<file path="config.mk">
export PLATFORM = sky130hd
export DESIGN_NAME = xbar_slave_arbiter
export DESIGN_NICKNAME = d
export VERILOG_FILES = /design/src/rtl/xbar_arb_pkg.sv /design/src/rtl/xbar_arb_pick.sv /design/src/rtl/xbar_arb_guard.sv /design/src/rtl/xbar_arb_owner.sv /design/src/rtl/xbar_slave_arbiter.sv
export SDC_FILE = /design/constraint.sdc
export NUM_CORES = 1
export LEC_CHECK = 0
export BUFFER_PORTS_ARGS = -buffer_cell sky130_fd_sc_hd__buf_2
export CORE_UTILIZATION = 53
export CTS_CLUSTER_SIZE = 40
export DETAILED_ROUTE_END_ITERATION = 6
export HOLD_SLACK_MARGIN = 0.15
export PLACE_DENSITY = 0.88
export REMOVE_ABC_BUFFERS = 1
export SLEW_MARGIN = 20
export SYNTH_ARGS = -nofsm -noshare
export SYNTH_HDL_FRONTEND = slang
export SYNTH_SLANG_ARGS = --single-unit
</file>
<file path="constraint.sdc">
create_clock -name clk_i -period 12 [get_ports clk_i]
set_input_delay 2.4 -clock clk_i [delete_from_list [all_inputs] [get_ports clk_i]]
set_output_delay 2.4 -clock clk_i [all_outputs]
set_load 0.03 [all_outputs]
</file>
<file path="src/rtl/xbar_arb_pkg.sv">
package xbar_arb_pkg;
  typedef enum logic [1:0] {
    TR_IDLE = 2'b00, TR_BUSY = 2'b01, TR_NSEQ = 2'b10, TR_SEQ = 2'b11
  } trans_e;

  typedef enum logic [1:0] {
    PK_FIXED = 2'b00, PK_LAST = 2'b01, PK_LOWPWR = 2'b10, PK_LOWPWR_ALT = 2'b11
  } park_e;

  localparam logic [2:0] BU_INCR = 3'b001;

  // beats in a fixed-length burst; 1 for SINGLE and INCR
  function automatic logic [4:0] burst_beats(input logic [2:0] hb);
    case (hb[2:1])
      2'b01:   return 5'd4;
      2'b10:   return 5'd8;
      2'b11:   return 5'd16;
      default: return 5'd1;
    endcase
  endfunction
endpackage

</file>
<file path="src/rtl/xbar_arb_pick.sv">
module xbar_arb_pick #(
  parameter int unsigned NM = 4,
  parameter int unsigned PW = 2,
  parameter int unsigned IW = 2
) (
  input  logic [NM-1:0]         elig_i,
  input  logic [NM-1:0][PW-1:0] prio_i,
  input  logic                  own_valid_i,
  input  logic [IW-1:0]         own_idx_i,
  output logic                  win_valid_o,
  output logic [IW-1:0]         win_idx_o
);
  localparam int unsigned KW = PW + 1;

  logic [KW-1:0] best, key;

  // key = {prio, not_owner}; strict compare keeps lowest index on ties
  always_comb begin
    win_valid_o = 1'b0;
    win_idx_o   = '0;
    best        = '1;
    key         = '1;
    for (int unsigned m = 0; m < NM; m++) begin
      if (elig_i[m]) begin
        key = {prio_i[m], ~(own_valid_i && (own_idx_i == IW'(m)))};
        if (!win_valid_o || key < best) begin
          best        = key;
          win_idx_o   = IW'(m);
          win_valid_o = 1'b1;
        end
      end
    end
  end
endmodule

</file>
<file path="src/rtl/xbar_arb_guard.sv">
module xbar_arb_guard
  import xbar_arb_pkg::*;
#(
  parameter int unsigned MAX_BEATS = 16,
  localparam int unsigned CW = $clog2(MAX_BEATS)
) (
  input  logic       clk_i,
  input  logic       rst_ni,
  input  logic       chg_i,
  input  logic       acc_i,
  input  logic       act_i,
  input  logic [1:0] trans_i,
  input  logic [2:0] burst_i,
  input  logic       lock_i,
  input  logic       aulb_i,
  output logic       protect_o
);
  logic [CW-1:0] left_q;
  logic          fixed, lock_p, fix_p, incr_p;

  assign fixed = (burst_i[2:1] != 2'b00);

  // beats still owed after the last accepted beat
  always_ff @(posedge clk_i or negedge rst_ni) begin
    if (!rst_ni)                                   left_q <= '0;
    else if (chg_i)                                left_q <= '0;
    else if (acc_i && trans_i == TR_NSEQ)          left_q <= fixed ? CW'(burst_beats(burst_i) - 5'd1) : '0;
    else if (acc_i && trans_i == TR_SEQ && left_q != '0) left_q <= left_q - 1'b1;
  end

  always_comb begin
    lock_p = lock_i && (trans_i != TR_IDLE);
    fix_p  = fixed && ((trans_i == TR_NSEQ) ||
                       (trans_i == TR_SEQ  && left_q > CW'(1)) ||
                       (trans_i == TR_BUSY && left_q != '0));
    incr_p = aulb_i && (burst_i == BU_INCR) && (trans_i != TR_IDLE);
    protect_o = act_i && (lock_p || fix_p || incr_p);
  end

  a_r5_left_clears_on_change: assert property (@(posedge clk_i) disable iff (!rst_ni)
    chg_i |=> (left_q == '0));
endmodule

</file>
<file path="src/rtl/xbar_arb_owner.sv">
module xbar_arb_owner
  import xbar_arb_pkg::*;
#(
  parameter int unsigned NM = 4,
  parameter int unsigned IW = 2
) (
  input  logic          clk_i,
  input  logic          rst_ni,
  input  logic          arb_en_i,
  input  logic          win_valid_i,
  input  logic [IW-1:0] win_idx_i,
  input  logic [1:0]    park_mode_i,
  input  logic [IW-1:0] park_id_i,
  input  logic [NM-1:0] req_i,
  input  logic [NM-1:0] pend_i,
  input  logic          acc_i,
  output logic          own_valid_o,
  output logic [IW-1:0] own_idx_o,
  output logic          fresh_o,
  output logic          chg_o
);
  logic          valid_q, fresh_q, nv;
  logic [IW-1:0] idx_q, ni;
  logic [NM-1:0] blk;

  assign blk = req_i & pend_i;

  always_comb begin
    nv = valid_q;
    ni = idx_q;
    if (arb_en_i) begin
      if (win_valid_i) begin
        nv = 1'b1;
        ni = win_idx_i;
      end else begin
        case (park_e'(park_mode_i))
          PK_FIXED: begin nv = !blk[park_id_i]; ni = park_id_i; end
          PK_LAST:  begin nv = valid_q && !blk[idx_q]; end
          default:  begin nv = 1'b0; ni = '0; end
        endcase
      end
    end
  end

  assign chg_o = (nv != valid_q) || (nv && ni != idx_q);

  always_ff @(posedge clk_i or negedge rst_ni) begin
    if (!rst_ni) begin
      valid_q <= 1'b0;
      idx_q   <= '0;
      fresh_q <= 1'b0;
    end else begin
      valid_q <= nv;
      idx_q   <= ni;
      fresh_q <= chg_o ? nv : (fresh_q && !acc_i);
    end
  end

  assign own_valid_o = valid_q;
  assign own_idx_o   = idx_q;
  assign fresh_o     = fresh_q;
endmodule

</file>
<file path="src/rtl/xbar_slave_arbiter.sv">
module xbar_slave_arbiter
  import xbar_arb_pkg::*;
#(
  parameter int unsigned NM        = 4,
  parameter int unsigned PW        = 2,
  parameter int unsigned HW        = 4,
  parameter int unsigned MAX_BEATS = 16,
  localparam int unsigned IW = (NM > 1) ? $clog2(NM) : 1
) (
  input  logic                  clk_i,
  input  logic                  rst_ni,
  input  logic [NM-1:0]         sel_i,
  input  logic [NM-1:0][1:0]    htrans_i,
  input  logic [NM-1:0][2:0]    hburst_i,
  input  logic [NM-1:0]         hlock_i,
  input  logic [NM-1:0]         pend_i,
  input  logic [NM-1:0][PW-1:0] prio_i,
  input  logic [NM-1:0]         aulb_i,
  input  logic [1:0]            park_mode_i,
  input  logic [IW-1:0]         park_id_i,
  input  logic                  hready_i,
  output logic [NM-1:0]         grant_o,
  output logic [HW-1:0]         hmaster_o,
  output logic [1:0]            htrans_o,
  output logic [NM-1:0]         mready_o
);
  logic [NM-1:0] req_w, elig_w;
  logic          own_valid, fresh, chg, win_valid, protect, own_act, acc, arb_en;
  logic [IW-1:0] own_idx, win_idx;
  logic [1:0]    own_tr;

  for (genvar m = 0; m < NM; m++) begin : g_mst
    assign req_w[m]    = sel_i[m] && (htrans_i[m] != TR_IDLE);
    assign elig_w[m]   = req_w[m] && !pend_i[m];
    assign grant_o[m]  = own_valid && (own_idx == IW'(m));
    // non-owners: wait if active, local completion if idle
    assign mready_o[m] = grant_o[m] ? hready_i : !req_w[m];
  end

  assign own_act = own_valid && sel_i[own_idx];
  assign own_tr  = own_act ? htrans_i[own_idx] : TR_IDLE;
  assign acc     = hready_i && own_act && own_tr[1];
  assign arb_en  = hready_i && !protect;

  xbar_arb_pick #(.NM(NM), .PW(PW), .IW(IW)) i_pick (
    .elig_i(elig_w), .prio_i(prio_i), .own_valid_i(own_valid), .own_idx_i(own_idx),
    .win_valid_o(win_valid), .win_idx_o(win_idx)
  );

  xbar_arb_guard #(.MAX_BEATS(MAX_BEATS)) i_guard (
    .clk_i(clk_i), .rst_ni(rst_ni), .chg_i(chg), .acc_i(acc), .act_i(own_act),
    .trans_i(own_tr), .burst_i(hburst_i[own_idx]), .lock_i(hlock_i[own_idx]),
    .aulb_i(aulb_i[own_idx]), .protect_o(protect)
  );

  xbar_arb_owner #(.NM(NM), .IW(IW)) i_owner (
    .clk_i(clk_i), .rst_ni(rst_ni), .arb_en_i(arb_en), .win_valid_i(win_valid),
    .win_idx_i(win_idx), .park_mode_i(park_mode_i), .park_id_i(park_id_i),
    .req_i(req_w), .pend_i(pend_i), .acc_i(acc),
    .own_valid_o(own_valid), .own_idx_o(own_idx), .fresh_o(fresh), .chg_o(chg)
  );

  assign htrans_o  = (fresh && own_tr == TR_SEQ) ? TR_NSEQ : own_tr;
  assign hmaster_o = own_valid ? HW'(own_idx) + HW'(1) : '0;

  a_r11_grant_hmaster: assert property (@(posedge clk_i) disable iff (!rst_ni)
    $onehot0(grant_o) && ((hmaster_o == '0) == (grant_o == '0)));
  a_r5_protected_hold: assert property (@(posedge clk_i) disable iff (!rst_ni)
    protect |=> $stable(grant_o));
  a_r2_no_pending_grant: assert property (@(posedge clk_i) disable iff (!rst_ni)
    (grant_o & ~$past(grant_o) & $past(req_w & pend_i)) == '0);
  a_r8_idle_no_req: assert property (@(posedge clk_i) disable iff (!rst_ni)
    (req_w == '0) |-> (htrans_o == TR_IDLE));
  a_r10_lowpwr_park: assert property (@(posedge clk_i) disable iff (!rst_ni)
    (hready_i && !protect && req_w == '0 && park_mode_i[1]) |=> (hmaster_o == '0));
  a_r1_wait_nonowner: assert property (@(posedge clk_i) disable iff (!rst_ni)
    (req_w & ~grant_o & mready_o) == '0);
endmodule

</file>
Word-level counts from Yosys, hierarchy flattened:

Index checks and enable logic that the tools add are counted.

* output and inout bits: 14
* register bits after elaboration: 8
* input bits: 51
* word-level logic and storage cells: 147

* muxes and demuxes: 53
* order comparisons: 6
* bitwise operators: 5
* reduce and logical (&&, ||, !) cells: 63
* $add $sub $neg: 3
* equality and inequality tests: 13

Operator list (count)
* logical AND 1 bit: 30
* 2-to-1 mux 4 bit: 6
* 2-to-1 mux 3 bit: 7
* 2-to-1 mux 1 bit: 20
* 2-to-1 mux 2 bit: 10
* zero test 1 bit: 15
* == test 2 bit (second input constant): 6
* case mux 4 bit (3 select lines): 1
* nonzero test 2 bit: 6
* binary-select mux 1 bit (select 2 bit): 5
* < comparator 3 bit: 3
* == test 2 x 1 -> 1 bit (second input constant): 4
* logical OR 1 bit: 8
* subtractor 4 x 1 -> 4 bit (second input constant): 2
* binary-select mux 3 bit (select 2 bit): 1
* < comparator 2 x 3 -> 1 bit (second input constant): 2
* AND 4 bit: 1
* binary-select mux 2 bit (select 2 bit): 1
* > comparator 4 x 1 -> 1 bit (second input constant): 1
* zero test 2 bit: 2
* NOT 1 bit: 4
* case mux 2 bit (2 select lines): 1
* nonzero test 4 bit: 1
* adder 2 x 1 -> 3 bit (second input constant): 1
* other kinds (5): 5

Longest topological paths before layout:

Gate-level depths: netlist of the first run.

* depth after elaboration: 26
* gate-level depth with buffers: 23
* depth with buffers taken out: 22

Cells and area by module:

Synthesis of the first run repeated with hierarchy kept, for this count alone.

* cell total of the unflattened synthesis: 182
* area, all modules: 1514.0 um^2

Modules (own cells, without submodules)
* xbar_slave_arbiter: cells an instance 54, instances 1, sequential area each 0.0 um^2, area each 481.7 um^2
* xbar_arb_owner: cells an instance 47, instances 1, sequential area each 100.1 um^2, area each 382.9 um^2
* xbar_arb_guard: cells an instance 43, instances 1, sequential area each 100.1 um^2, area each 377.9 um^2
* xbar_arb_pick: cells an instance 38, instances 1, sequential area each 0.0 um^2, area each 271.5 um^2

Worst setup path before layout of the first run:

Ideal clock, no wire load.

* path kind: input to register
* start point: input prio_i[2] (netlist name)
* end point: register i_guard.left_q[2]
* data required time: 11896 ps
* library setup time: 104 ps
* stages: 20
* setup slack: 5437 ps
* arrival: 6460 ps
* path buffers: 0
* path through: nor2b_1 > o31a_1 > maj3_1 > a31oi_1 > nand2b_1 > o31ai_1 > ha_1 > o21ai_0 > nand2b_1 > a21oi_1 > a31oi_1 > mux2_2 > ha_1 > a2111oi_0 > a41o_1 > a21oi_1 > o21ai_1 > mux2i_4 > nand2_1 > o41ai_2

* word-level cells in the longest chain between the ends: 18
* elaborated cells on any way between the ends: 34
* classes of those cells: 3 x order compare; 2 x eq/ne; 21 x mux; 8 x reduce/logical

Ends and longest elaborated chain
* from (decl): RTL line xbar_slave_arbiter.sv:17 `input logic [NM-1:0][PW-1:0] prio_i,`
* < comparator 3 bit: RTL line xbar_arb_pick.sv:26 `if (!win_valid_o || key < best) begin`
* logical OR 1 bit: RTL line xbar_arb_pick.sv:26
* 2-to-1 mux 3 bit or 2-to-1 mux 1 bit (tied branches): RTL line xbar_arb_pick.sv:26
* 2-to-1 mux 3 bit or 2-to-1 mux 1 bit (tied branches): RTL line xbar_arb_pick.sv:24 `if (elig_i[m]) begin`
* < comparator 3 bit or zero test 1 bit (tied branches): RTL line xbar_arb_pick.sv:26
* logical OR 1 bit: RTL line xbar_arb_pick.sv:26
* 2-to-1 mux 3 bit or 2-to-1 mux 1 bit (tied branches): RTL line xbar_arb_pick.sv:26
* 2-to-1 mux 3 bit or 2-to-1 mux 1 bit (tied branches): RTL line xbar_arb_pick.sv:24
* [2 not listed]
* 2-to-1 mux 2 bit or 2-to-1 mux 1 bit (tied branches): RTL line xbar_arb_pick.sv:26
* 2-to-1 mux 2 bit or 2-to-1 mux 1 bit (tied branches): RTL line xbar_arb_pick.sv:24
* 2-to-1 mux 2 bit: RTL line xbar_arb_owner.sv:32 `if (win_valid_i) begin`
* 2-to-1 mux 2 bit: RTL line xbar_arb_owner.sv:31 `if (arb_en_i) begin`
* inequality test 2 bit: RTL line xbar_arb_owner.sv:45 `assign chg_o = (nv != valid_q) || (nv && ni != idx_q);`
* logical AND 1 bit: RTL line xbar_arb_owner.sv:45
* logical OR 1 bit *: RTL line xbar_arb_owner.sv:45
* nonzero test 3 bit (no source line) or 2-to-1 mux 4 bit (tied branches)
* to (signal assigned): RTL line xbar_arb_guard.sv:27 `else if (acc_i && trans_i == TR_NSEQ) left_q <= fixed ? CW'(burst_beats(burst_i) - 5'd1) : '0;`
* to (signal assigned): RTL line xbar_arb_guard.sv:28 `else if (acc_i && trans_i == TR_SEQ && left_q != '0) left_q <= left_q - 1'b1;`
* to (decl): RTL line xbar_arb_guard.sv:18 `logic [CW-1:0] left_q;`

Mark *: on every way between the ends. The rest lies on a longest branch, timed or not.
A chain may end at the register's enable or synchronous reset.

Final worst setup path of the first run:

Ends and elaborated chain as after synthesis.

==> results, run 1 <==
- The run finished, with violations left.
- The final reports fail on design-rule violations.
- The worst hold path passes through 3 cells.
- Adding up every negative setup slack in the final design gives 0 ns.
- CTS built an H-tree with a depth of 1.
- Based on the critical path, the design can be clocked at up to 144.0 MHz.
- The total design power is 346.2 uW.
- In the final routed layout, each cell accounts on average for approximately 15 um.
- Counting flops with a built-in enable in the synthesized netlist gives 0.
- After layout, the minimum clock period comes to 6.944 ns.
- The end of the worst register-to-register path is i_guard.left_q[2]$_DFFE_PN0P_.
- Yosys mapped the design onto 56 distinct sky130hd cell types.
- Counting instances in the post-synthesis netlist gives the leading cell types as 25 x sky130_fd_sc_hd__nand2_1, 13 x sky130_fd_sc_hd__nor2_1, 12 x sky130_fd_sc_hd__inv_1, 11 x sky130_fd_sc_hd__a21oi_1, 11 x sky130_fd_sc_hd__ha_1.
- Port buffering added 63 buffers.
- The detailed placer's ending HPWL is 3.641 mm.
- The maximum clock insertion buffer count is 2.
- Of the cells placed in the final design, the portion with a size suffix greater than 1 is 0.3385.
- The leakage power is between 0.0009 and 0.001 uW.
- The core region is 2829 sq um.
- The tree built by TritonCTS fans out to 8 sinks.
- The global router's overall resource usage is 0.2856.
- After synthesis, the largest family of logic cells by area is compound AO/OA/AOI/OAI gates.
- The complex-gate fraction of the synthesized area came to 0.2709.
- The number of global-route vias before repair was 1678.
- The number of remaining DRC errors is 4.
- The count of routing violations after the opening detailed-route iteration is 142.
- Entering global routing, the biggest net connects 20 pins.
- VDD sags by at most between 0.1 and 0.15 mV.
- The worst register-to-register path begins at i_owner.own_idx_o[0]$_DFF_PN0_.
- The start-to-end type of the worst setup path is in -> reg.
- The count of nets left with antenna violations once routing finished came out at 0.
- In the post-synthesis netlist, the biggest area contributors are sky130_fd_sc_hd__dfrtp_1 12%, sky130_fd_sc_hd__mux4_2 11%, sky130_fd_sc_hd__ha_1 8.5%.
- The pre-antenna-repair detailed-routing pass consisted of 7 iterations.
- At the worst endpoint, the required time is 12.15 ns.
- For this run, the slowest stage of the critical path takes between 0.5 and 0.6 ns.
- The tree is rooted in a sky130_fd_sc_hd__clkbuf_4.
- The largest driver fanout on the critical path is 5.
- The routed design has 4.308 mm of wire.
- TritonCTS built the clock tree.
- The fraction of the cycle the final worst path needs is 0.5787.
- In the synthesized netlist the dominant register cell turns out to be sky130_fd_sc_hd__dfrtp_1.
- At the end of the flow the core is filled with cells to 0.6900.
- The fraction of the yosys area taken by sequential cells is 0.1238.
- STA classifies the critical path startpoint as a primary input.
- The worst-case reg-to-reg path depth is 19.
- The endpoint kind of the worst setup timing path is a flop.
- Of all flip-flops after synthesis, the portion carrying an async set or reset was 1.000.
- Of the total synthesized cell area, the portion taken by AND, OR, NAND and NOR gates is 0.2461.
- Of the total synthesized cell area, the portion taken by full adders, half adders and majority gates is 0.09752.
- During I/O placement, the number of pins put on the boundary was 65.
- The tool flagged a number of max-cap violations equal to 0.
- Of the total synthesized cell area, the portion taken by XOR and XNOR cells is 0.01625.
- The number of antenna violations at the first check in global routing is 0.
- The total power per unit cell area is 177.4 nW/um^2.
- For this run, the number of Yosys warnings is 0.
- 0 antenna diodes ended up in the layout.
- The count of vias placed by the detailed router is 1827.
- The global-route layer with the greatest usage is met2.
- The die span in x is 57.23 um.
- Synthesis produced a netlist whose cell count is 200.
- The number of fill cells in the layout is 250.
- From synthesis to final layout, the design area changed by 20.74%.
- The met1 usage in global routing is 0.4009.
- Among all stages on the critical path, the largest delay is contributed by sky130_fd_sc_hd__a2111oi_0.
- In this run, CTS created clock tree buffers numbering 3.
- The signal on the critical path passes through buf_2 -> nor2b_1 -> o31a_1 -> maj3_1 -> a31oi_1 -> o31ai_1 -> ha_1 -> nor2_1 -> nor4b_1 -> a31oi_1 -> mux2_2 -> ha_1 -> a2111oi_0 -> a41o_1 -> a21oi_1 -> o21ai_1 -> mux2i_4 -> nand2_1 -> o41ai_2.
- The number of post-CTS setup repair buffers is 0.
- The full die area is 3275 sq um.
- The tightest min-delay check is of the reg -> reg type.
- After synthesis, the share of cell area in mux cells is 0.1850.
- The fraction of met2 tracks used by global routing is 0.4756.
- The number of rows in the core area is 19.
- The number of buffers inserted by hold repair at cts is 0.
- The setup slack of the worst register-to-register path is 6.11 ns.
- The most used standard cell by instance count after synthesis is sky130_fd_sc_hd__nand2_1.
- The final max-slew violation count is 0.
- The summed instance area of the synthesized netlist is 1617 sq um.
- The synthesized design contains 8 register bits.
- The final setup violation count is 0.
- Excluding fillers, the count of instances in the completed layout stands at 291.
- The routability congestion estimate is ~0.93.
- The effective utilization at floorplan is 0.5714.
- Setup repair after global routing left no endpoint under its margin.
- sky130_fd_sc_hd__dfrtp_1 takes more of the synthesized area than any other cell.
- Across the whole layout, storage elements account for 200.2 sq um.
- The die span in y is roughly 57 um.
- For the pin with the worst max-slew slack, the measured transition is approximately 0.73 ns.
- For this run, the post-layout net count is 324.
- The insertion delay to the later sink of the worst-skew pair is 0.26 ns.
- The worst hold path terminates at i_owner.fresh_o$_DFF_PN0_.
- The number of hold-slack violations in the final timing report is 0.
- The cell area reported after detailed placement is 1929 sq um.
- Measured against its own limit, the worst slew margin works out to 0.5102.
- In the global route stage, met3 resource usage came out at 0.03175.
- The share of the synthesized area in the top cell type is 0.1238.
- The synthesized area per cell is around 8.1 sq um.
- In the routed layout, each cell is associated on average with a via count of 6.278.
- The wire length of the first global-routing pass is ~7.4 mm.
- Counting tap cells, the placed design contains a total of 288 instances.
- Clock skew on the completed layout was measured at 0.005253 ns.
- Once the clock tree was built, the resizer swapped 0 gates to a different size.
- The arrival time at the worst endpoint is 7.09 ns.
- The overall overflow remaining after global route is 0.
- Once layout is done, the placed cells without fillers occupy slightly below 2000 sq um.
- The startpoint of the lowest-slack hold path is i_owner.fresh_o$_DFF_PN0_.
- The clock-pin slew on the worst setup and hold paths is 0.06 ns.
- The multi-input combinational cells in the finished layout cover a total of 1323 sq um.
==> worst max-delay path, delay by kind of cell <==
family / cells / cell delay (ns)
compound gates: 9 / 2.29
simple gates: 4 / 0.77
buf+inv: 1 / 0.11
fa+ha+maj: 3 / 0.87
mux: 2 / 0.66
==> where the power goes <==
part | switching, uW | internal (uW)
registers | 26.7 | 37.0
clock network | 9.31 | 11.5
logic | 158 | 104
==> cells by family (layout without fill, tap and decap cells) <==
group / Yosys count / in the layout
DFF: 8 / 8
xor gates and xnor gates: 3 / 3
muxes: 18 / 18
AOI/OAI and AO/OA: 62 / 62
and+or+nand+nor: 75 / 75
buffers and inverters: 20 / 80
other: 1 / 1
adders and majority gates: 13 / 13
==> routing by layer <==
metal,vias up,part of all wire
met5,-,0
met2,107,0.45
li1,890,-
met3,4,0.11
met4,0,0.0081
met1,826,0.43
==> worst max-delay path by stage <==
stage / startpoint / to / slack, ns / cells after the start
2_1_floorplan: prio_i[2] / i_guard.left_q[2]$_DFFE_PN0P_ / 5.43 / 20
5_1_grt: prio_i[2] / i_guard.left_q[2]$_DFFE_PN0P_ / 4.64 / 19
3_3_place_gp: prio_i[2] / i_guard.left_q[2]$_DFFE_PN0P_ / 4.99 / 19
3_5_place_dp: prio_i[2] / i_guard.left_q[2]$_DFFE_PN0P_ / 4.82 / 19
4_1_cts: prio_i[2] / i_guard.left_q[2]$_DFFE_PN0P_ / 5.10 / 19
6_report: prio_i[2] / i_guard.left_q[2]$_DFFE_PN0P_ / 5.06 / 19
==> through the flow <==
stage               hold WS, ns  setup slack (ns)
detailed placement       0.6275             4.824
global route             0.6933             4.642
CTS                      0.6413             5.098
finish                   0.6550             5.056
global placement         0.6210             4.992
floorplan                0.5637             5.429
==> flip-flops by register name, summed over array words and instances (netlist names) <==
| signal | cells |
|---|---|
| i_owner.own_idx_o | 2 |
| i_guard.left_q | 4 |
| i_owner.own_valid_o | 1 |
| i_owner.fresh_o | 1 |
==> cell type report <==
type	count	share of cell area
well taps	31	0.01987
multi-input cells	172	0.6776
clock buffers	3	0.01154
inverters	14	0.02692
repair buffers	63	0.1615
flip-flops and latches	8	0.1026
==> cell usage in the layout, fill, tap and decap left out, types with 2 or more instances in the layout <==
master                      netlist  layout
sky130_fd_sc_hd__nor2b_1          6       6
sky130_fd_sc_hd__o31ai_1          2       2
sky130_fd_sc_hd__o21ai_0          5       5
sky130_fd_sc_hd__nor2_1          13      13
sky130_fd_sc_hd__xnor2_1          2       2
sky130_fd_sc_hd__nand2b_1         4       4
sky130_fd_sc_hd__ha_1            11      11
sky130_fd_sc_hd__o21ai_1          9       9
sky130_fd_sc_hd__o21a_1           3       3
sky130_fd_sc_hd__nand2_1         25      25
sky130_fd_sc_hd__nand3_1          5       5
sky130_fd_sc_hd__a2111oi_0        3       3
sky130_fd_sc_hd__maj3_1           2       2
sky130_fd_sc_hd__clkbuf_4         0       3
sky130_fd_sc_hd__o2111a_1         2       2
sky130_fd_sc_hd__mux2_2           5       5
sky130_fd_sc_hd__mux2i_1          4       4
sky130_fd_sc_hd__nand4b_1         3       3
sky130_fd_sc_hd__o22ai_1          4       4
sky130_fd_sc_hd__nor3_1           4       4
sky130_fd_sc_hd__buf_2            0      63
sky130_fd_sc_hd__inv_2            2       2
sky130_fd_sc_hd__or2_2            2       2
sky130_fd_sc_hd__mux4_2           8       8
sky130_fd_sc_hd__inv_1           12      12
sky130_fd_sc_hd__a21oi_1         11      11
sky130_fd_sc_hd__o211ai_1         7       7
sky130_fd_sc_hd__and2_1           2       2
sky130_fd_sc_hd__a31oi_1          5       5
sky130_fd_sc_hd__dfrtp_1          8       8
(Power assumes the default switching activity.)
==> inputs of run 2 (changes only) <==
- CORE_UTILIZATION: 53 -> 49
- PLACE_DENSITY: 0.88 -> 0.83
- clock period: 12 -> 6.9 ns (I/O delays scaled with it)
==> results, run 2 (synthesis gave the netlist of run 1 again) <==
- The number of remaining DRC errors is 0 (-4).
- The number of global-route vias before repair is 1643 (-2.1%).
- The final setup violation count is 0 (unchanged).
- The depth of the CTS H-tree is 1 (unchanged).
- The via density per instance is 6.086 (-3.1%).
- The total design power was 598.5 uW (+73%).
- The count of nets left with antenna violations after detail routing is 0 (unchanged).
- STA classifies the critical path startpoint as a primary input.
- The maximum number of pins on one net before global-route repair is 20 (unchanged).
- The arrival time at the worst endpoint is 6.16 ns (-0.93 ns).
- In this run the critical register-to-register path is launched from i_owner.own_idx_o[0]$_DFF_PN0_.
- The cell count of the worst hold path is 3 (unchanged).
- The core utilization of the finished layout is 0.6343 (-0.05569).
- In the layout the commonest cells are 63 x sky130_fd_sc_hd__buf_2, 25 x sky130_fd_sc_hd__nand2_1, 13 x sky130_fd_sc_hd__nor2_1.
- The insertion delay to the later sink of the worst-skew pair is 0.25 ns (about the same).
- The clock-pin slew on the worst setup and hold paths is 0.05 ns (about the same).
- The worst slew margin relative to its limit was 0.5142 (+0.003990).
- The global router's overall resource usage came to 0.2718 (-0.01373).
- The aggregate negative setup slack is 0 ns (unchanged).
- The biggest cell delay along the critical path is 0.58 ns (+0.06 ns).
- From synthesis to final layout, the design area changed by 21.75%.
- The end of the worst register-to-register path is i_guard.left_q[2]$_DFFE_PN0P_.
- The routability congestion estimate is 0.9441 (+1.5%).
- The largest vdd supply drop is 0.2059 mV (+44%).
- The setup slack of the worst register-to-register path is 0.95 ns (-5.16 ns).
- The count of vias placed by the detailed router is 1850 (+1.3%).
- The number of port buffers is 63 (unchanged).
- Setup repair after global routing left no endpoint under its margin.
- The startpoint of the lowest-slack hold path is i_owner.fresh_o$_DFF_PN0_.
- The flow ran to the end, and the final reports show no timing, DRC or antenna violations.
- For this run, the top clock speed supported by timing is 166.1 MHz.
- The core box area is 3103 sq um (+9.7%).
- The number of top-level pins is 65 (unchanged).
- The final routed wirelength across all metal layers was 4.458 mm (+3.5%).
- The number of flip-flops in the largest register was 4 (unchanged).
- The largest driver fanout on the critical path is 5 (unchanged).
- The full die area was 3533 sq um (+7.9%).
- The number of nets in the layout is 324 (unchanged).
- The quantity of gates resized following cts is 0 (unchanged).
- The number of antenna violations at the first check in global routing was 0 (unchanged).
- The effective utilization at floorplan is 0.5210 (-0.05046).
- The design area was 1968 sq um (+0.83%).
- The die span in y came to 59.44 um (+3.9%).
- The maximum clock insertion buffer count is 2 (unchanged).
- The leakage power was 0.0009084 uW (unchanged).
- The number of hold-slack violations in the final timing report is 0 (unchanged).
- The final hold slack came to 0.6382 ns (-0.01684 ns).
- The data required time of the worst path is 7.04 ns (-5.11 ns).
- The die span in x is 59.44 um (+3.9%).
- The cell area reported after detailed placement is 1946 sq um (+0.84%).
- The share of layout cells above drive strength 1 came to 0.3385 (unchanged).
- The wire length of the first global-routing pass is 7.210 mm (-2.2%).
- TritonCTS built the clock tree.
- The number of post-CTS setup repair buffers is 0 (unchanged).
- The number of buffers inserted by hold repair at cts was 0 (unchanged).
- Walking the worst path, the cells encountered are buf_2 -> nor2b_1 -> o31a_1 -> maj3_1 -> a31oi_1 -> o31ai_1 -> ha_1 -> nor2_1 -> nor4b_1 -> a31oi_1 -> mux2_2 -> ha_1 -> a2111oi_0 -> a41o_1 -> a21oi_1 -> o21ai_1 -> mux2i_4 -> nand2_1 -> o41ai_2.
- The average wire length per cell after detail routing is 14.66 um (-0.94%).
- The number of rows in the core area was 20 (+1).
- The clock tree root buffer cell is sky130_fd_sc_hd__clkbuf_4.
- The number of sinks driven by the clock tree is 8 (unchanged).
- The path with the worst hold slack has its endpoint at i_owner.fresh_o$_DFF_PN0_.
- The shortest period the worst path allows is 6.020 ns.
- The start-to-end type of the worst setup path is in -> reg.
- The total power per unit cell area is 304.1 nW/um^2 (+71%).
- The number of violations of the max-capacitance limit is 0 (unchanged).
- Dividing the final minimum period by the clock period gives 0.8725.
- The final clock skew was 0.001904 ns (-0.003349 ns).
- The detailed placer's ending HPWL is 3.631 mm (-0.28%).
- The count of routing violations after the opening detailed-route iteration is 103 (-27%).
- The total CTS buffers was 3 (unchanged).
- The overall overflow remaining after global route is 0 (unchanged).
- The endpoint kind of the worst setup timing path is a flop.
- The transition at the pin with the smallest max-transition slack is 0.7287 ns (-0.005985 ns).
- The final max-slew violation count came to 0 (unchanged).
- The worst-case reg-to-reg path depth is 19 (unchanged).
- The number of antenna cells inserted is 0 (unchanged).
- The number of search-and-repair iterations in the first detailed-routing pass was 4 (-3).
- The tightest min-delay check is of the reg -> reg type.
- The commonest non-fill, non-tap cell in the layout is sky130_fd_sc_hd__buf_2.
- The slowest stage of the critical path belongs to the cell sky130_fd_sc_hd__a2111oi_0.
- The register with the most flip-flops in the final layout is i_guard.left_q.
[run 2: cell counts in the layout (fill, tap and decap cells not counted)]
Identical to the previous run, type by type.
[run 2: final cells by class]
cell class                 instances  area [sq um]
timing repair buffer              63         315.3
tap                               44         55.05
multi-input combinational        172          1323
fill                             310          1135
inverter                          14         52.55
clock buffer                       3         22.52
sequential                         8         200.2
[run 2: critical path, delay by kind of cell]
kind | cells | cell delay (ns)
AO/OA/AOI/OAI | 9 | 2.34
adder cells (fa/ha/maj) | 3 | 0.91
AND/OR/NAND/NOR | 4 | 0.73
multiplexers | 2 | 0.66
buffers and inverters | 1 | 0.12
[run 2: worst max-delay path by stage]
stage,slack (ns),startpoint,to
final,0.88,prio_i[2],i_guard.left_q[2]$_DFFE_PN0P_
after global routing,0.41,i_owner.own_idx_o[0]$_DFF_PN0_,i_guard.left_q[2]$_DFFE_PN0P_
after CTS,1.03,prio_i[2],i_guard.left_q[2]$_DFFE_PN0P_
after detailed placement,0.75,prio_i[2],i_guard.left_q[2]$_DFFE_PN0P_
after global placement,0.94,prio_i[2],i_guard.left_q[2]$_DFFE_PN0P_
after floorplan,1.35,prio_i[2],i_guard.left_q[2]$_DFFE_PN0P_
[run 2: metrics by stage]
| step | cells | setup WS [ns] |
|---|---|---|
| 3_5_place_dp | 301 | 0.7522 |
| 5_1_grt | 304 | 0.4118 |
| 2_1_floorplan | 194 | 1.349 |
| 3_3_place_gp | 301 | 0.9352 |
| 4_1_cts | 304 | 1.027 |
| 6_report | 304 | 0.8796 |
[run 2: where the power goes]
group,total (uW),switching [uW],internal [uW]
sequential,110,45.7,64.5
combinational,454,273,181
clock,34.4,14.6,19.8
total,599,333,266
[run 2: routing by layer]
metal / vias to the layer above / track usage / wire [um]
met5: - / 0 / 0
met4: 0 / 0.08163 / 88
met3: 12 / 0.03057 / 465
met2: 121 / 0.4334 / 1954
met1: 826 / 0.3845 / 1950
li1: 891 / - / -
==> inputs of run 3 (changes only) <==
- RECOVER_POWER: default -> 50
==> results, run 3 (synthesis gave the netlist of run 1 again) <==
- The flow ran to the end, and the final reports show no timing, DRC or antenna violations.
- The number of port buffers was 63 (unchanged).
- The post-place setup slack was 0.7522 ns (unchanged).
- The area growth from synthesis to layout is 21.28%.
- The core utilization of the finished layout is 0.6319 (-0.002419).
- The part of the power in combinational logic is 0.756 (-0.002).
- The number of antenna cells inserted is 0 (unchanged).
- The switching component of the power came to 334.3 uW (+0.40%).
- The number of violations of the max-capacitance limit is 0 (unchanged).
- The data required time of the worst path was 7.04 ns (about the same).
- The global router's overall resource usage was 0.2718 (unchanged).
- The number of nets in the layout is 324 (unchanged).
- The final non-filler cell total came to 304 (unchanged).
- The final max-slew violation count is 0 (unchanged).
- The number of flip-flops in the largest register is 4 (unchanged).
- The leakage power is 0.0008874 uW (-2.3%).
- The fraction of the cycle the final worst path needs is 0.8645 (-0.008013).
- The largest vdd supply drop is 0.1989 mV (-3.4%).
- The die span in y is 59.44 um (unchanged).
- The arrival time at the worst endpoint is 6.11 ns (-0.05 ns).
- STA classifies the critical path endpoint as a flop.
- The full die area is 3533 sq um (unchanged).
- The number of global-route vias before repair is 1643 (unchanged).
- The fraction of power consumed by the clock network was 0.058 (about the same).
- In the layout the commonest cells are 57 x sky130_fd_sc_hd__buf_2, 25 x sky130_fd_sc_hd__nand2_1, 13 x sky130_fd_sc_hd__nor2_1.
- The number of antenna violations at the first check in global routing is 0 (unchanged).
- The number of fill cells in the layout is 310 (unchanged).
- The depth of the CTS H-tree is 1 (unchanged).
- The number of buffers inserted by hold repair at cts is 0 (unchanged).
- The maximum frequency from static timing analysis came to 167.6 MHz (+0.93%).
- The count of vias placed by the detailed router is 1861 (+0.59%).
- The shortest period the worst path allows is 5.965 ns (-0.05529 ns).
- The final routed wirelength across all metal layers is 4.447 mm (-0.25%).
- The total power per unit cell area is 303.9 nW/um^2 (about the same).
- The slack of the critical path is 0.9349 ns (+0.05529 ns).
- The largest driver fanout on the critical path was 5 (unchanged).
- The share of layout cells above drive strength 1 came to 0.3154 (-0.02308).
- The number of hold-slack violations in the final timing report is 0 (unchanged).
- The insertion delay to the later sink of the worst-skew pair is 0.25 ns (about the same).
- The total CTS buffers is 3 (unchanged).
- The start-to-end type of the worst setup path is in -> reg.
- The number of sinks driven by the clock tree is 8 (unchanged).
- The maximum clock insertion buffer count is 2 (unchanged).
- The transition at the pin with the smallest max-transition slack was 0.7291 ns (+0.0003733 ns).
- Setup repair after global routing left no endpoint under its margin.
- The sequential fraction of design power was 0.186 (+0.002).
- The aggregate negative setup slack came to 0 ns (unchanged).
- The number of search-and-repair iterations in the first detailed-routing pass is 4 (unchanged).
- The average wire length per cell after detail routing is 14.63 um (-0.25%).
- The effective utilization at floorplan is 0.5210 (unchanged).
- The worst slew margin relative to its limit was 0.5139 (about the same).
- The core box area is 3103 sq um (unchanged).
- The final setup violation count is 0 (unchanged).
- The internal power summed over all cells is 261.5 uW (-1.5%).
- The number of rows in the core area is 20 (unchanged).
- The number of remaining DRC errors is 0 (unchanged).
- The tree is rooted in a sky130_fd_sc_hd__clkbuf_4.
- The routability congestion estimate is 0.9441 (unchanged).
- The commonest non-fill, non-tap cell in the layout is sky130_fd_sc_hd__buf_2.
- The clock-pin slew on the worst setup and hold paths is 0.05 ns (about the same).
- The count of routing violations after the opening detailed-route iteration is 137 (+33%).
- The TritonCTS clock tree is done.
- The instance count after placement with tap cells included is 301 (unchanged).
- The via density per instance was 6.122 (+0.59%).
- The final clock skew came to 0.001859 ns (-0.00004466 ns).
- The quantity of gates resized following cts is 0 (unchanged).
- More flip-flops sit in one register than any other, and that register is i_guard.left_q.
- The die span in x came to 59.44 um (unchanged).
- The number of top-level pins is 65 (unchanged).
- The detailed placer's ending HPWL is 3.631 mm (unchanged).
- The count of nets left with antenna violations after detail routing is 0 (unchanged).
- The wire length of the first global-routing pass is 7.210 mm (unchanged).
- The tightest min-delay check is of the reg -> reg type.
- The number of post-CTS setup repair buffers came to 0 (unchanged).
- The fraction of power spent switching nets was 0.5611 (+0.004798).
- The maximum number of pins on one net before global-route repair is 20 (unchanged).
- The critical path launch point type is a primary input.
- The overall overflow remaining after global route is 0 (unchanged).
## run 3: cell types whose count changed in the layout (fill, tap and decap cells not counted), sizes merged
cell	previous run	this run
buf	63	57
clkbuf	3	9
## run 3: metal layers
metal  part of all wire  up-vias  GRT usage
met5                  0        -          0
met4              0.023        0    0.08163
met2               0.43      132     0.4334
li1                   -      892          -
met3               0.11       14    0.03057
met1               0.43      823     0.3845
## run 3: layout make-up
cell class	count	area (sq um)	share of cell area
clock buffers	3	22.52	0.01149
inverters	14	52.55	0.02680
repair buffers	63	307.8	0.1570
flip-flops and latches	8	200.2	0.1021
multi-input cells	172	1323	0.6745
well taps	44	55.05	0.02808
## run 3: path summary, 6_finish.rpt
kind | to | cells after the start | slack (ns) | from
worst max-delay path | i_guard.left_q[2]$_DFFE_PN0P_ | 21 | 0.93 | prio_i[2]
worst max register to register | i_guard.left_q[2]$_DFFE_PN0P_ | 21 | 1.01 | i_owner.own_idx_o[0]$_DFF_PN0_
max in group asynchronous | i_owner.fresh_o$_DFF_PN0_ | 1 | 5.57 | rst_ni
worst min-delay path | i_owner.fresh_o$_DFF_PN0_ | 3 | 0.65 | i_owner.fresh_o$_DFF_PN0_
worst min register to register | i_owner.fresh_o$_DFF_PN0_ | 3 | 0.65 | i_owner.fresh_o$_DFF_PN0_
min in group asynchronous | i_owner.own_valid_o$_DFF_PN0_ | 1 | 1.03 | rst_ni
## run 3: critical path: stages
cell,delay [ns]
sky130_fd_sc_hd__buf_2,0.12
sky130_fd_sc_hd__nor2b_1,0.16
sky130_fd_sc_hd__o31a_1,0.24
sky130_fd_sc_hd__maj3_1,0.36
sky130_fd_sc_hd__a31oi_1,0.28
sky130_fd_sc_hd__nand2b_1,0.09
sky130_fd_sc_hd__o31ai_1,0.10
sky130_fd_sc_hd__ha_1,0.23
sky130_fd_sc_hd__o21ai_0,0.10
sky130_fd_sc_hd__nand2b_1,0.11
sky130_fd_sc_hd__a21oi_1,0.08
sky130_fd_sc_hd__a31oi_1,0.32
sky130_fd_sc_hd__mux2_2,0.38
sky130_fd_sc_hd__ha_1,0.33
sky130_fd_sc_hd__a2111oi_0,0.54
sky130_fd_sc_hd__a41o_1,0.18
sky130_fd_sc_hd__a21oi_1,0.07
sky130_fd_sc_hd__o21ai_1,0.29
sky130_fd_sc_hd__mux2i_4,0.33
sky130_fd_sc_hd__nand2_1,0.09
sky130_fd_sc_hd__o41ai_2,0.31
## run 3: power by group through the flow
stage               logic, uW  clock network, uW  registers (uW)
global placement          442                  0             110
finish                    450               34.5             111
floorplan                 348                  0            96.9
detailed placement        449                  0             111
CTS                       452               35.6             110
global route              496               38.0             115
## run 3: metrics by stage
stage,power [uW],hold slack [ns],instance area [sq um]
finish,595.8,0.6487,1961
global route,649.3,0.7191,1961
CTS,597.7,0.6336,1968
detailed placement,559.5,0.6157,1946
global placement,551.5,0.6232,1946
floorplan,445.0,0.5637,1575
